$ cat config.mk
export PLATFORM = sky130hd
export DESIGN_NAME = fold_mem_decoder
export DESIGN_NICKNAME = d
export VERILOG_FILES = /design/src/rtl/fold_mem_pkg.sv /design/src/rtl/fmd_rst_sync.sv /design/src/rtl/fmd_predecoder.sv /design/src/rtl/fmd_row_decoder.sv /design/src/rtl/fmd_col_mux.sv /design/src/rtl/fold_mem_decoder.sv
export SDC_FILE = /design/constraint.sdc
export NUM_CORES = 2
export LEC_CHECK = 0
export BUFFER_PORTS_ARGS = -buffer_cell sky130_fd_sc_hd__buf_2
export CORE_MARGIN = 2
export CORE_UTILIZATION = 55
export CTS_CLUSTER_DIAMETER = 30
export DETAILED_ROUTE_END_ITERATION = 6
export HOLD_SLACK_MARGIN = 0.08
export PLACE_DENSITY = 0.72
export SETUP_SLACK_MARGIN = 0.02
export SYNTH_ARGS = -nofsm -noshare
export SYNTH_HDL_FRONTEND = slang
export SYNTH_SLANG_ARGS = --single-unit
$ cat constraint.sdc
create_clock -name clk -period 2.6 [get_ports clk]
set_input_delay 0.52 -clock clk [delete_from_list [all_inputs] [get_ports clk]]
set_output_delay 0.52 -clock clk [all_outputs]
set_load 0.01 [all_outputs]
$ cat src/rtl/fold_mem_pkg.sv
package fold_mem_pkg;
  // number of predecoder groups needed for a row address of the given width
  function automatic int predec_groups(input int row_bits);
    return (row_bits + 1) / 2;
  endfunction

  // width of the address slice handled by predecoder group g
  function automatic int predec_width(input int row_bits, input int g);
    return ((row_bits - 2 * g) >= 2) ? 2 : 1;
  endfunction
endpackage

$ cat src/rtl/fmd_rst_sync.sv
module fmd_rst_sync (
  input  logic clk,
  input  logic rst_n_in,
  output logic rst_n_out
);
  logic [1:0] stage_q;

  always_ff @(posedge clk or negedge rst_n_in) begin
    if (!rst_n_in) stage_q <= 2'b00;
    else           stage_q <= {stage_q[0], 1'b1};
  end

  assign rst_n_out = stage_q[1];
endmodule

$ cat src/rtl/fmd_predecoder.sv
module fmd_predecoder #(
  parameter int BITS = 2
) (
  input  logic [BITS-1:0]    sel,
  output logic [2**BITS-1:0] hot
);
  localparam int LINES = 2 ** BITS;

  always_comb begin
    for (int i = 0; i < LINES; i++) begin
      hot[i] = (sel == BITS'(i));
    end
  end
endmodule

$ cat src/rtl/fmd_row_decoder.sv
module fmd_row_decoder
  import fold_mem_pkg::*;
#(
  parameter int ROW_W = 5
) (
  input  logic                clk,
  input  logic                rst_n,
  input  logic                en,
  input  logic [ROW_W-1:0]    row_addr,
  output logic [2**ROW_W-1:0] wl
);
  localparam int ROWS   = 2 ** ROW_W;
  localparam int GROUPS = predec_groups(ROW_W);

  logic [3:0] pre [GROUPS];

  for (genvar g = 0; g < GROUPS; g++) begin : g_pre
    localparam int GW = predec_width(ROW_W, g);
    logic [2**GW-1:0] lines;
    fmd_predecoder #(.BITS(GW)) u_pre (
      .sel (row_addr[2*g +: GW]),
      .hot (lines)
    );
    if (GW == 2) begin : g_quad
      assign pre[g] = lines;
    end else begin : g_pair
      assign pre[g] = {2'b00, lines};
    end
  end

  // final wordline: AND of one line from every predecoder, gated by the request
  always_comb begin
    for (int r = 0; r < ROWS; r++) begin
      logic hit;
      hit = en;
      for (int g = 0; g < GROUPS; g++) begin
        hit = hit & pre[g][(r >> (2 * g)) & 3];
      end
      wl[r] = hit;
    end
  end

  assert_wl_hit_R1: assert property (@(posedge clk) disable iff (!rst_n)
    en |-> wl[row_addr]);

  assert_wl_single_R2: assert property (@(posedge clk) disable iff (!rst_n)
    en |-> ($countones(wl) == 1));

  assert_wl_idle_R2: assert property (@(posedge clk) disable iff (!rst_n)
    !en |-> (wl == '0));
endmodule

$ cat src/rtl/fmd_col_mux.sv
module fmd_col_mux #(
  parameter int SEL_W = 2
) (
  input  logic [2**SEL_W-1:0] din,
  input  logic [SEL_W-1:0]    sel,
  output logic                dout
);
  localparam int IN_W = 2 ** SEL_W;

  // binary tree, level l steered directly by address bit l
  for (genvar l = 0; l < SEL_W; l++) begin : g_lvl
    localparam int NW = IN_W >> (l + 1);
    logic [NW-1:0] node;
    for (genvar j = 0; j < NW; j++) begin : g_node
      if (l == 0) begin : g_leaf
        assign node[j] = sel[0] ? din[2*j+1] : din[2*j];
      end else begin : g_inner
        assign node[j] = sel[l] ? g_lvl[l-1].node[2*j+1] : g_lvl[l-1].node[2*j];
      end
    end
  end

  assign dout = g_lvl[SEL_W-1].node[0];
endmodule

$ cat src/rtl/fold_mem_decoder.sv
module fold_mem_decoder #(
  parameter int ADDR_W   = 7,
  parameter int WORD_LOG = 3,
  parameter int FOLD_LOG = 2
) (
  input  logic                          clk,
  input  logic                          rst_n,
  input  logic                          req,
  input  logic                          we,
  input  logic [ADDR_W-1:0]             addr,
  input  logic [2**WORD_LOG-1:0]        wdata,
  output logic [2**(ADDR_W-FOLD_LOG)-1:0] wordline,
  output logic [2**WORD_LOG-1:0]        rdata,
  output logic                          rvalid
);
  localparam int WORD_W = 2 ** WORD_LOG;
  localparam int ROW_W  = ADDR_W - FOLD_LOG;
  localparam int ROWS   = 2 ** ROW_W;
  localparam int GROUP  = 2 ** FOLD_LOG;
  localparam int COLS   = WORD_W * GROUP;

  logic                rst_q_n;
  logic [ROW_W-1:0]    row_addr;
  logic [FOLD_LOG-1:0] col_addr;
  logic [COLS-1:0]     mem [ROWS];
  logic [COLS-1:0]     row_bits;
  logic [COLS-1:0]     col_wen;
  logic [COLS-1:0]     wide_wdata;
  logic [WORD_W-1:0]   rd_word;
  logic                rd_en;
  logic                wr_en;
  logic [WORD_W-1:0]   rdata_d, rdata_q;
  logic                rvalid_d, rvalid_q;

  fmd_rst_sync u_rst (
    .clk       (clk),
    .rst_n_in  (rst_n),
    .rst_n_out (rst_q_n)
  );

  assign row_addr = addr[ADDR_W-1:FOLD_LOG];
  assign col_addr = addr[FOLD_LOG-1:0];
  assign rd_en    = req & ~we;
  assign wr_en    = req & we;

  fmd_row_decoder #(.ROW_W(ROW_W)) u_rowdec (
    .clk      (clk),
    .rst_n    (rst_q_n),
    .en       (req),
    .row_addr (row_addr),
    .wl       (wordline)
  );

  // physical column b*GROUP+c holds bit b of the word in column group c
  for (genvar j = 0; j < COLS; j++) begin : g_col
    assign col_wen[j]    = (FOLD_LOG'(j % GROUP) == col_addr);
    assign wide_wdata[j] = wdata[j / GROUP];
  end

  // wordline-selected row onto the shared bitlines
  always_comb begin
    row_bits = '0;
    for (int r = 0; r < ROWS; r++) begin
      if (wordline[r]) row_bits = row_bits | mem[r];
    end
  end

  for (genvar b = 0; b < WORD_W; b++) begin : g_mux
    fmd_col_mux #(.SEL_W(FOLD_LOG)) u_mux (
      .din  (row_bits[b*GROUP +: GROUP]),
      .sel  (col_addr),
      .dout (rd_word[b])
    );
  end

  // storage: no reset, write enable per row and per column group
  always_ff @(posedge clk) begin
    for (int r = 0; r < ROWS; r++) begin
      if (wr_en && wordline[r]) begin
        mem[r] <= (mem[r] & ~col_wen) | (wide_wdata & col_wen);
      end
    end
  end

  always_comb begin
    rdata_d  = rdata_q;
    rvalid_d = 1'b0;
    if (rd_en) begin
      rdata_d  = rd_word;
      rvalid_d = 1'b1;
    end
  end

  always_ff @(posedge clk or negedge rst_q_n) begin
    if (!rst_q_n) begin
      rdata_q  <= '0;
      rvalid_q <= 1'b0;
    end else begin
      rdata_q  <= rdata_d;
      rvalid_q <= rvalid_d;
    end
  end

  assign rdata  = rdata_q;
  assign rvalid = rvalid_q;

  assert_rd_latency_R5: assert property (@(posedge clk) disable iff (!rst_q_n)
    (req && !we) |=> rvalid);

  assert_no_read_hold_R6: assert property (@(posedge clk) disable iff (!rst_q_n)
    !(req && !we) |=> ($stable(rdata) && !rvalid));

  assert_write_only_R9: assert property (@(posedge clk) disable iff (!rst_q_n)
    (req && we) |=> !rvalid);

  assert_wr_then_rd_R8: assert property (@(posedge clk) disable iff (!rst_q_n)
    (req && !we && $past(req && we) && (addr == $past(addr)))
      |=> (rdata == $past(wdata, 2)));
endmodule

==> results.sh <==
export IMPL_status="finished, violations left"
export IMPL_violations="negative setup slack"
export IMPL_place_inst=3787
export IMPL_fin_nets=3049
export IMPL_postSynth_asyncResetShare=0.0106
export IMPL_drc=0
export IMPL_htreeDepth=4
export IMPL_dpl_hpwl_mm=114
export IMPL_floorplan_initialDensity=0.553
export IMPL_cts_root_buf="clkbuf_16"
export IMPL_grt_overflow_total=0
export IMPL_cp_arrival_ps=3560
export IMPL_numCtsBuffers=174
export IMPL_drive_gt1_frac=0.345
export IMPL_synth_area_leader_cell="edfxtp_1"
export IMPL_antenna_found_initial=7
export IMPL_drt_iter0_drc=5738
export IMPL_yosysSeqAreaShare=0.788
export IMPL_drt_pass1_iterations=6
export IMPL_rows=98
export IMPL_crit_chain="buf_4 > buf_4 > nand3b_1 > buf_4 > o22ai_1 > a21oi_1 > buf_4 > nand4_1 > a222oi_1 > a31oi_1"
export IMPL_ios=60
export IMPL_ys_flop_type="edfxtp_1"
export IMPL_path_class="in -> reg"
export IMPL_yosysWarnings=0
export IMPL_synth_area_um2=39400
export IMPL_wl_per_cell_um=40.5
export IMPL_slew_violations=0
export IMPL_p_leak_uw=0.0186
export IMPL_fin_hold_ws_ps=172
export IMPL_grt_max_degree=129
export IMPL_tns_ps=-359
export IMPL_setup_viol=2
export IMPL_layout_setup_ws_ps=-346
export IMPL_critical_path_required_ps=3210
export IMPL_r2r_slack_ps=-120
export IMPL_clk_path_buf_depth=3
export IMPL_finalCritPeriodShare=1.13
export IMPL_via_count=28991
export IMPL_grt_pass1_vias=28046
export IMPL_r2r_end="rdata[5]"
export IMPL_syn_area_per_cell_um2=17.0
export IMPL_synthCells=2311
export IMPL_cp_max_fo=16
export IMPL_cts_tree="yes"
export IMPL_min_path_type="reg -> async"
export IMPL_die_w_um=272
export IMPL_end_kind="flip-flop"
export IMPL_grt_usage=0.455
export IMPL_synth_top_area_share=0.781
export IMPL_synth_cell_types=80
export IMPL_finalWeightedCongestion=1.08
export IMPL_cts_clk_slew_worst_paths_ps=60
export IMPL_crit_slowest_cell="a222oi_1"
export IMPL_die_h_um=272
export IMPL_min_period_ps=2950
export IMPL_port_buffers=59
export IMPL_max_slew_margin=0.354
export IMPL_power_density_nw_per_um2=823
export IMPL_routed_wl_mm=167
export IMPL_finClkSkew_ps=37.2
export IMPL_p_total_uw=43100
export IMPL_ys_ff_latch=1035
export IMPL_area_growth_syn_to_layout_pct=33.1
export IMPL_final_core_util=0.737
export IMPL_grt_pass1_wl_mm=225
export IMPL_ant_nets=0
export IMPL_r2r_cells=6
export IMPL_insertion_delay_ps=770
export IMPL_max_stage_delay_ps=820
export IMPL_fp_dieArea_um2=73700
export IMPL_cts_sinks=1035
export IMPL_max_freq_mhz=339
export IMPL_fin_cells=4137
export IMPL_syn_nets=2330
export IMPL_drv_cap=0
export IMPL_synth_area_top_cells="edfxtp_1 (78%), a22oi_1 (5.6%), nor2_1 (1.5%)"
export IMPL_cp_startpoint="addr[3]"
export IMPL_tightest_slew_ps=969
export IMPL_critPathLaunchType="primary input"
export IMPL_crit_top_cell="buf_4"
export IMPL_via_per_inst=7.01
export IMPL_worstSetupEndpoint="rdata[5]"
export IMPL_synth_edff_count=1024
export IMPL_irDropWorstVdd_uv=779
export IMPL_rsz0062_at_grt="yes"
export IMPL_hold_viol=0
export IMPL_core_um2=71100
critical path, delay by kind of cell:
family	cells	cell delay (ps)
and+or+nand+nor	2	650
buffers and inverters	4	980
AOI/OAI and AO/OA	4	1370
how the worst min path moves through the flow:
stage / end / slack (ps) / cells past startpoint
2_1_floorplan: rdata[0] / 110 / 0
3_3_place_gp: rdata[6] / 170 / 0
3_5_place_dp: rdata[4] / 180 / 0
4_1_cts: flip-flop / 170 / 1
5_1_grt: flip-flop / 170 / 1
6_report: rdata[0] / 170 / 0
cells by family after synthesis:
| group | synth area share |
|---|---|
| AO/OA/AOI/OAI | 0.102 |
| buffers and inverters | 0.0203 |
| flip-flops | 0.788 |
| multiplexers | 0.0227 |
| other | 0.0000953 |
| AND/OR/NAND/NOR | 0.0663 |
through the flow:
step | setup slack (ps) | instance area (um^2)
floorplan | 71.1 | 39400
global placement | -2260 | 45800
detailed placement | -1300 | 45800
CTS | -49.2 | 52100
global route | -199 | 52400
finish | -346 | 52400
cells in the mapped netlist, types with 13 or more instances:
library cell	instances
buf_2	50
clkbuf_1	62
mux2_2	19
a22o_1	42
mux2i_1	55
nor4_1	15
a221oi_1	17
nor2b_1	15
edfxtp_1	1024
nor2_1	159
nand3_1	58
inv_1	14
and3_1	40
a32oi_1	14
a22oi_1	291
inv_2	21
nand4_1	53
nor3_1	30
a2111oi_0	13
o21ai_0	14
nand2_1	58
a21oi_1	34
layout make-up:
class / count / area, um^2
Antenna cell: 5 / 12.5
Sequential cell: 1035 / 31000
Clock inverter: 133 / 1500
Multi-Input combinational cell: 1105 / 7950
Timing Repair Buffer: 677 / 6100
Tap cell: 950 / 1190
Clock buffer: 195 / 4450
Fill cell: 4349 / 18700
Inverter: 37 / 166
power breakdown:
part	internal, uW	switching (uW)	total [uW]	leakage (uW)
clock	14100	8700	22800	0.00285
combinational	617	1240	1860	0.00642
sequential	18400	28.3	18400	0.00933
total	33100	9970	43100	0.0186
layer usage:
metal  global-route usage  part of all wire  vias to the layer above
li1                     -                 -                    11012
met1                0.605              0.34                    14273
met2                0.654              0.42                     2988
met3                0.164              0.17                      708
met4                0.254             0.075                       10
met5              0.00642           0.00075                        -
cells in the final DEF, fill, tap and decap left out, drive strengths merged, types with 7 or more instances in the layout:
cell type  netlist  final
and3            42     42
dfrtp           11     11
clkinvlp         0     17
a222oi          12     12
inv             36     61
and4             8      8
nand3           58     58
or4              7      7
nor2b           15     15
a32oi           14     14
a31oi            7      7
a2bb2oi          9      9
buf             72    675
a22o            42     42
nand2           66     66
a221oi          17     17
nor4            15     15
mux2i           55     55
and2             7      7
o22ai           11     11
nand4           53     53
a21oi           34     34
clkbuf          62    195
a2111oi         16     16
edfxtp        1024   1024
a22oi          291    291
nor3            30     30
clkinv           1     77
o32ai            8      8
nor2           159    159
nand2b          10     10
o21ai           15     15
mux2            20     20
bufinv           0     15
timing repair:
| item | in CTS | in global routing |
|---|---|---|
| setup buffers | 11 | 5 |
| hold buffers | 2 | 0 |
| pin swaps | 16 | 17 |
| endpoints found under the hold margin | 2 | 0 |
| endpoints found under the setup margin | 27 | 18 |
| resized for setup | 74 | 44 |
Note: power is estimated with default switching activity, not from simulation.
